### src/rtl/mirq_pkg.sv
package mirq_pkg;
  localparam int GROUP_SHIFT = 11;
  localparam int IRQ_GROUP   = 9;
  localparam int MASK_INDEX  = 0;
  localparam int STAT_INDEX  = 2;

  localparam logic [15:0] MASK_ADDR = 16'((IRQ_GROUP << GROUP_SHIFT) + MASK_INDEX);
  localparam logic [15:0] STAT_ADDR = 16'((IRQ_GROUP << GROUP_SHIFT) + STAT_INDEX);

  typedef struct packed {
    logic wrMask;
    logic wrStatus;
    logic selMask;
    logic selStatus;
  } mirq_strobe_t;
endpackage

### src/rtl/mirq_ctrl.sv
module mirq_ctrl
  import mirq_pkg::*;
#(
  parameter int ADDR_W = 16
) (
  input  logic [ADDR_W-1:0] sprAddr,
  input  logic              sprWe,
  output mirq_strobe_t      strb
);
  localparam logic [ADDR_W-1:0] MASK_A = ADDR_W'(MASK_ADDR);
  localparam logic [ADDR_W-1:0] STAT_A = ADDR_W'(STAT_ADDR);

  logic hitMask;
  logic hitStatus;

  assign hitMask   = (sprAddr == MASK_A);
  assign hitStatus = (sprAddr == STAT_A);

  always_comb begin
    strb.selMask   = hitMask;
    strb.selStatus = hitStatus;
    strb.wrMask    = sprWe & hitMask;
    strb.wrStatus  = sprWe & hitStatus;
  end
endmodule

### src/rtl/mirq_datapath.sv
module mirq_datapath
  import mirq_pkg::*;
#(
  parameter int NUM_SRC = 32,
  parameter int DATA_W  = 32
) (
  input  logic               clk,
  input  logic               rstN,
  input  mirq_strobe_t       strb,
  input  logic [DATA_W-1:0]  wrData,
  input  logic [NUM_SRC-1:0] irqLines,
  output logic [NUM_SRC-1:0] maskVal,
  output logic [NUM_SRC-1:0] statusVal,
  output logic [DATA_W-1:0]  rdData,
  output logic               irqReq
);
  logic [NUM_SRC-1:0] maskQ;
  logic [NUM_SRC-1:0] statusQ;
  logic [NUM_SRC-1:0] prevLines;
  logic [NUM_SRC-1:0] maskNext;
  logic [NUM_SRC-1:0] statusNext;
  logic [NUM_SRC-1:0] riseBit;
  logic [NUM_SRC-1:0] clrBit;
  logic               irqQ;

  // Per-source latch: the set from an edge overrides a clear in the same cycle
  for (genvar i = 0; i < NUM_SRC; i++) begin : g_src
    assign riseBit[i]    = irqLines[i] & ~prevLines[i];
    assign clrBit[i]     = strb.wrStatus & wrData[i];
    assign statusNext[i] = riseBit[i] | (statusQ[i] & ~clrBit[i]);
  end

  assign maskNext = strb.wrMask ? wrData[NUM_SRC-1:0] : maskQ;

  always_ff @(posedge clk) begin
    if (!rstN) begin
      maskQ     <= '0;
      statusQ   <= '0;
      prevLines <= '0;
      irqQ      <= 1'b0;
    end else begin
      maskQ     <= maskNext;
      statusQ   <= statusNext;
      prevLines <= irqLines;
      irqQ      <= |(statusNext & maskNext);
    end
  end

  always_comb begin
    rdData = '0;
    if (strb.selMask) begin
      rdData[NUM_SRC-1:0] = maskQ;
    end else if (strb.selStatus) begin
      rdData[NUM_SRC-1:0] = statusQ;
    end
  end

  assign maskVal   = maskQ;
  assign statusVal = statusQ;
  assign irqReq    = irqQ;
endmodule

### src/rtl/masked_irq_ctrl.sv
module masked_irq_ctrl
  import mirq_pkg::*;
#(
  parameter int NUM_SRC = 32,
  parameter int DATA_W  = 32,
  parameter int ADDR_W  = 16
) (
  input  logic               clk,
  input  logic               rstN,
  input  logic [ADDR_W-1:0]  sprAddr,
  input  logic               sprWe,
  input  logic [DATA_W-1:0]  sprWrData,
  output logic [DATA_W-1:0]  sprRdData,
  input  logic [NUM_SRC-1:0] irqLines,
  output logic               irqReq
);
  mirq_strobe_t       strb;
  logic [NUM_SRC-1:0] maskVal;
  logic [NUM_SRC-1:0] statusVal;

  mirq_ctrl #(.ADDR_W(ADDR_W)) u_ctrl (
    .sprAddr (sprAddr),
    .sprWe   (sprWe),
    .strb    (strb)
  );

  mirq_datapath #(.NUM_SRC(NUM_SRC), .DATA_W(DATA_W)) u_dp (
    .clk       (clk),
    .rstN      (rstN),
    .strb      (strb),
    .wrData    (sprWrData),
    .irqLines  (irqLines),
    .maskVal   (maskVal),
    .statusVal (statusVal),
    .rdData    (sprRdData),
    .irqReq    (irqReq)
  );
endmodule

### config.mk
export PLATFORM = sky130hd
export DESIGN_NAME = masked_irq_ctrl
export DESIGN_NICKNAME = d
export VERILOG_FILES = /design/src/rtl/mirq_pkg.sv /design/src/rtl/mirq_ctrl.sv /design/src/rtl/mirq_datapath.sv /design/src/rtl/masked_irq_ctrl.sv
export SDC_FILE = /design/constraint.sdc
export NUM_CORES = 1
export LEC_CHECK = 0
export BUFFER_PORTS_ARGS = -buffer_cell sky130_fd_sc_hd__buf_2
export CORE_UTILIZATION = 35
export CTS_CLUSTER_SIZE = 12
export DETAILED_ROUTE_END_ITERATION = 8
export PLACE_DENSITY = 0.66
export SLEW_MARGIN = 10
export SYNTH_ARGS = -nofsm -noshare
export SYNTH_HDL_FRONTEND = slang
export SYNTH_HIERARCHICAL = 1
export SYNTH_SLANG_ARGS = --single-unit
### constraint.sdc
create_clock -name clk -period 2.8 [get_ports clk]
set_clock_uncertainty 0.2 [all_clocks]
set_input_delay 0.56 -clock clk [delete_from_list [all_inputs] [get_ports clk]]
set_output_delay 0.56 -clock clk [all_outputs]
set_load 0.05 [all_outputs]
==> summary.md, run 1 <==
| Metric | Value |
|---|---|
| Status | finished with violations |
| Failing checks | negative setup slack |
| Synth Instances | 415 |
| Final Wtd Congestion | 0.763 |
| Post-DP HPWL | 7520 um |
| Crit path arrival time | 2.04 ns |
| Logic gate share of total power | 8.2% |
| Final setup fails | 1 |
| Fill cell count | 1035 |
| Layout cell share with drive strength beyond 1 | 40.9% |
| Reg2Reg Depth | 6 |
| Total GRT Usage | 18.1% |
| Drt total wl | 10400 um |
| Hold Crit Class | input pin to register |
| Reg2reg start | u_dp/prevLines[24]$_SDFF_PN0_ |
| Hold Vio Cnt, Final | 0 |
| Sequential share of the synthesized area | 49.6% |
| EDFF count, synth | 0 |
| Part of the power in registers | 58.0% |
| Pint | 1.91 mW |
| IO Port Bufs | 115 |
| # diodes | 0 |
| Pwr per Cell Area | 474 nW/um2 |
| Warnings, synthesis | 6 |
| Core area | 10800 um2 |
| IO Pins | 116 |
| Hold Crit Depth | 2 |
| DRC | 0 |
| Sink Count | 97 |
| Via count | 3414 |
| P_sw | 0.616 mW |
| Kind of critical path | input pin to primary output |
| Area contributors post-synth | dfxtp_1 50%, mux2i_1 8.2%, a22o_1 6.9% |
| First-pass GRT wire length | 15900 um |
| Synth Area per Inst | 9.42 um2 |
| Row count | 38 |
| Via density per instance | 4.88 |
| Min Clock Period, post-route | 2.80 ns |
| Fin Hold WS | 0.196 ns |
| Nets | 638 |
| Chip Height | 108 um |
| Crit end category | primary output |
| Clock share of power | 33.8% |
| Yosys reg bits | 97 |
| Initial antenna violation count | 0 |
| CTS tree | yes |
| Setup total negative slack | -0.00188 ns |
| P_leak | 2.22 nW |
| Startpoint class of the critical path | input pin |
| Die area | 11600 um2 |
| Post-synthesis cell area | 3910 um2 |
| Final ANT Viol Nets | 0 |
| Worst-margin pin slew | 0.646 ns |
| Vias in the first global route | 3355 |
| CTS clk-pin slew, worst paths | 0.09 ns |
| Post-DP Area | 4900 um2 |
| Nets in the synthesized netlist | 498 |
| Hold buffers post-CTS | 0 |
| Ys flop type | dfxtp_1 |
| CP startpoint | sprAddr[7] |
| Clock root buffer | clkbuf_8 |
| Synth unique cells | 25 |
| Unrepaired setup endpoints after global routing | yes |
| Initial DRC count | 123 |
| Worst hold start | irqLines[15] |
| Synth top area share | 49.6% |
| Final worst slack | -0.00188 ns |
| Worst skew pair latency | 0.37 ns |
| Most frequent cells in the layout | 97 x dfxtp_1, 83 x buf_2, 65 x nor2_1, 37 x buf_4, 33 x nand2_1 |
| GRT Residual Overflow | 0 |
| Fin cells | 700 |
| Largest vdd supply drop | 0.345 mV |
| CP required | 2.04 ns |
| Slew Limit Fails | 0 |
| Most common cell after layout, fill and taps aside | dfxtp_1 |
| Pin count of the biggest net entering global routing | 38 |
| Initial core utilization | 36.1% |
| CTS Buffer Depth | 2 |
| TritonCTS Buffers | 9 |
| Area Growth Syn to Fin | 36.5% |
| Initial DRT Pass Iterations | 4 |
| DIE WIDTH | 108 um |
| Htree depth | 3 |
| MaxCap Viol Count | 0 |
| Placed Instances | 682 |
| Design area | 5340 um2 |
| Fmax | 357 MHz |
| Crit-path max FO | 31 |
| Leading area contributor after synthesis | dfxtp_1 |
| Avg WL per Cell | 14.9 um |
| Async set or reset register ratio after synthesis | 0% |
| Slew HR | 57.0% |
| Switching Share | 24.3% |
| Final period utilization | 100% |
[critical path: stages]
cell and delay [ns]:
buf_2 0.11, nor4_4 0.28, nand4_2 0.15, buf_4 0.18
nor2_4 0.11, nor2b_2 0.07, buf_12 0.17, a22o_2 0.24
buf_6 0.16
[cell type report]
type | instances | area, um2 | area share [%]
sequential | 97 | 1940 | 36.4
timing repair buffer | 155 | 1110 | 20.9
clock inverter | 4 | 26.3 | 0.492
multi-input combinational | 290 | 1920 | 36.0
tap | 140 | 175 | 3.28
inverter | 2 | 7.51 | 0.141
clock buffer | 12 | 155 | 2.91
[registers in the layout, indices dropped and copies added, names as in the netlist]
| name | flops |
|---|---|
| u_dp/prevLines | 32 |
| u_dp/maskVal | 32 |
| u_dp/irqReq | 1 |
| u_dp/statusVal | 32 |
[Yosys cell counts (2+ instances only)]
library cell  number
a21oi_1           21
a21oi_2           11
a22o_1            31
and2_1            32
buf_1              5
buf_4              3
buf_6              6
clkbuf_1          12
dfxtp_1           97
inv_1              2
mux2i_1           32
nand2_1           33
nand2_2            2
nor2_1            67
nor2b_1           33
nor4_1             4
o22ai_1           16
[cells by family (layout without fill, tap and decap cells)]
kind of cell | count (synthesis) | in the layout | synth area share (%)
buf+inv | 28 | 173 | 4.13
simple gates | 177 | 177 | 23.0
compound gates | 81 | 81 | 15.0
flops | 97 | 97 | 49.6
mux | 32 | 32 | 8.19
[power groups by stage]
stage                     Combinational, mW  Sequential, mW  Clock, mW
after global routing                  0.232            1.47      0.931
after detailed placement              0.205            1.50          0
after CTS                             0.208            1.47      0.880
after floorplan                       0.101            1.49          0
after global placement                0.199            1.50          0
final                                 0.208            1.47      0.855
[metal layers]
metal	part of all wire [%]	vias to the layer above	routed length, um	GRT usage, %
met4	1.2	0	122	7.05
met5	0	-	0	0
met1	44	1627	4630	21.3
li1	-	1687	-	-
met2	49	89	5110	31.5
met3	5.5	11	576	4.30
[worst paths after layout]
path                                         to  slack [ns]
hold / removal    u_dp/prevLines[15]$_SDFF_PN0_        0.20
hold reg to reg    u_dp/statusVal[6]$_SDFF_PN0_        0.31
setup reg to reg         u_dp/irqReq$_SDFF_PN0_        1.26
setup / recovery                  sprRdData[21]      -0.002
[what timing repair did]
action,4_1_cts,5_1_grt
gates resized for setup,66,5
endpoints found under the setup margin,33,33
pin swaps,2,2
buffers inserted,2,0
[metrics by stage]
step	setup WS, ns	total power [mW]	utilization, %
floorplan	-0.0372	1.59	-
global placement	-0.364	1.69	45.2
detailed placement	-0.420	1.70	45.2
CTS	-0.0317	2.55	49.0
global route	-0.0677	2.63	49.2
finish	-0.00188	2.53	49.2
Power figures use the tool's default switching activity.
==> run 2, diff against run 1 <==
SETUP_SLACK_MARGIN = 0.3   (was default)
==> run 2 against run 1 <==
Against the previous run: the run still ends with negative setup slack left; sequential cell count stayed put; clock power increased by 9.7%; sequential power hardly changed; combinational power grew 6%; maximum frequency decreased by 1.0%; largest cell class is now multi-input combinational cells; highest routed layer unchanged.
==> summary.md, run 2 (synthesized netlist as in run 1, its figures left out) <==
| Metric | Value |
|---|---|
| Status | finished with violations |
| Failing checks | negative setup slack |
| CP required | 2.04 ns (about the same) |
| Crit end category | primary output |
| Min Clock Period, post-route | 2.83 ns (+0.0292 ns) |
| Total GRT Usage | 21.1% (+3.0 points) |
| Part of the power in registers | 56.0% (-2.0 points) |
| Final ANT Viol Nets | 0 (unchanged) |
| P_leak | 2.58 nW (+16%) |
| Initial antenna violation count | 0 (unchanged) |
| Via density per instance | 4.88 (+0.13%) |
| Post-DP HPWL | 7760 um (+3.3%) |
| Row count | 38 (unchanged) |
| Kind of critical path | input pin to primary output |
| CTS tree | yes |
| Die area | 11600 um2 (unchanged) |
| Final Wtd Congestion | 0.869 (+14%) |
| Hold EP | u_dp/prevLines[23]$_SDFF_PN0_ |
| Vias in the first global route | 3669 (+9.4%) |
| Clock share of power | 35.6% (+1.8 points) |
| Slowest stage cell, crit path | nor4b_4 |
| P_sw | 0.667 mW (+8.3%) |
| Worst-margin pin slew | 0.660 ns (+0.0149 ns) |
| First-pass GRT wire length | 18400 um (+15%) |
| Worst skew pair latency | 0.37 ns (about the same) |
| Fin Hold WS | 0.193 ns (-0.00232 ns) |
| CTS clk-pin slew, worst paths | 0.10 ns (about the same) |
| # diodes | 0 (unchanged) |
| Final period utilization | 101% (+1.0 points) |
| Fmax | 353 MHz (-1.0%) |
| Initial core utilization | 36.1% (unchanged) |
| Pint | 1.97 mW (+2.9%) |
| MaxCap Viol Count | 0 (unchanged) |
| Initial DRC count | 143 (+16%) |
| Pwr per Cell Area | 439 nW/um2 (-7.3%) |
| Hold Vio Cnt, Final | 0 (unchanged) |
| Layout cell share with drive strength beyond 1 | 44.1% (+3.2 points) |
| Reg2reg start | u_dp/prevLines[24]$_SDFF_PN0_ |
| Logic gate share of total power | 8.4% (+0.2 points) |
| Core area | 10800 um2 (unchanged) |
| Unrepaired setup endpoints after global routing | yes |
| Hold Crit Class | input pin to register |
| Htree depth | 3 (unchanged) |
| CTS Buffer Depth | 2 (unchanged) |
| Area Growth Syn to Fin | 53.4% |
| Sink Count | 97 (unchanged) |
| Reg2Reg Depth | 6 (unchanged) |
| FF-to-FF setup slack | 1.23 ns (-0.03 ns) |
| Largest vdd supply drop | 0.295 mV (-14%) |
| Slew Limit Fails | 0 (unchanged) |
| TritonCTS Buffers | 9 (unchanged) |
| Clock root buffer | clkbuf_8 |
| Slowest stage delay, CP | 0.32 ns (+0.04 ns) |
| Hold buffers post-CTS | 0 (unchanged) |
| Switching Share | 25.3% (+0.97 points) |
| Final worst slack | -0.0311 ns (-0.0292 ns) |
| Drt total wl | 11500 um (+11%) |
| CP most frequent cell | buf_6 |
| Pin count of the biggest net entering global routing | 37 (-2.6%) |
| IO Pins | 116 (unchanged) |
| Crit-path max FO | 6 (-81%) |
| Startpoint class of the critical path | input pin |
| Final setup fails | 26 (+25) |
| R2R Path End | u_dp/irqReq$_SDFF_PN0_ |
| Chip Height | 108 um (unchanged) |
| Critical-path cell list | buf_6, nor4b_4, nand4_4, nor2_4, nor2b_4, buf_6, buf_12, a22o_4, buf_8 |
| Most common cell after layout, fill and taps aside | dfxtp_1 |
| DRC | 0 (unchanged) |
| Hold Crit Depth | 2 (unchanged) |
| Worst hold start | irqLines[23] |
| GRT Residual Overflow | 0 (unchanged) |
| IO Port Bufs | 115 (unchanged) |
| Slew HR | 56.0% (-0.99 points) |
| Avg WL per Cell | 16.2 um (+8.8%) |
| Nets | 649 (+1.7%) |
| DIE WIDTH | 108 um (unchanged) |
| Most frequent cells in the layout | 97 x dfxtp_1, 78 x buf_2, 64 x nor2_1, 41 x buf_4 |
| Via count | 3472 (+1.7%) |
| Total power | 2.63 mW (+4.2%) |
| Crit path arrival time | 2.07 ns (+0.03 ns) |
| Initial DRT Pass Iterations | 4 (unchanged) |
-- run 2: area by class of cell --
type                            count  area (um2)
Sequential cell                    97        1940
Fill cell                         952        4840
Tap cell                          140         175
Timing Repair Buffer              166        1450
Multi-Input combinational cell    290        2220
Clock inverter                      7        80.1
Inverter                            2        7.51
Clock buffer                        9         124
-- run 2: per-stage QoR --
stage | TNS (ns) | cells | utilization, % | worst slack, ns | cell area, um2
3_5_place_dp | -6.19 | 684 | 48.3 | -0.366 | 5240
2_1_floorplan | 0 | 415 | - | 0.195 | 4280
5_1_grt | -2.06 | 711 | 55.4 | -0.0910 | 6000
3_3_place_gp | -4.63 | 684 | 48.3 | -0.312 | 5240
6_report | -0.368 | 711 | 55.4 | -0.0311 | 6000
4_1_cts | 0 | 711 | 54.4 | 0.0135 | 5900
-- run 2: layer usage --
metal  share of wire [%]  wire (um)  GRT usage (%)  vias to the layer above
met2                  50       5800           36.6                      100
met5                   0          0              0                        -
met3                 4.8        549           5.02                       18
met4                 1.9        219           7.83                        0
met1                  43       4970           25.1                     1637
li1                    -          -              -                     1717
-- run 2: repair_timing --
item,4_1_cts,5_1_grt
endpoints found under the setup margin,33,34
cloned,3,0
buffers inserted,8,0
gates resized for setup,89,24
pin swaps,7,5
-- run 2: worst max path at each step --
stage / start / end / depth (start not counted)
2_1_floorplan: sprAddr[10] / sprRdData[0] / 8
3_3_place_gp: sprAddr[0] / u_dp/irqReq$_SDFF_PN0_ / 10
3_5_place_dp: sprAddr[0] / u_dp/irqReq$_SDFF_PN0_ / 10
4_1_cts: sprAddr[10] / sprRdData[31] / 9
5_1_grt: sprAddr[5] / sprRdData[14] / 9
6_report: sprAddr[10] / sprRdData[14] / 9
-- run 2: power by group through the flow --
| stage | Combinational (mW) | Sequential [mW] | Clock [mW] |
|---|---|---|---|
| floorplan | 0.102 | 1.50 | 0 |
| global route | 0.244 | 1.48 | 1.02 |
| CTS | 0.219 | 1.48 | 0.971 |
| finish | 0.221 | 1.47 | 0.938 |
| detailed placement | 0.211 | 1.51 | 0 |
| global placement | 0.205 | 1.50 | 0 |
-- run 2: worst max-delay path, delay by kind of cell --
family | cells | cell delay (ns)
buffers and inverters | 4 | 0.52
AOI/OAI and AO/OA | 1 | 0.12
and+or+nand+nor | 4 | 0.87
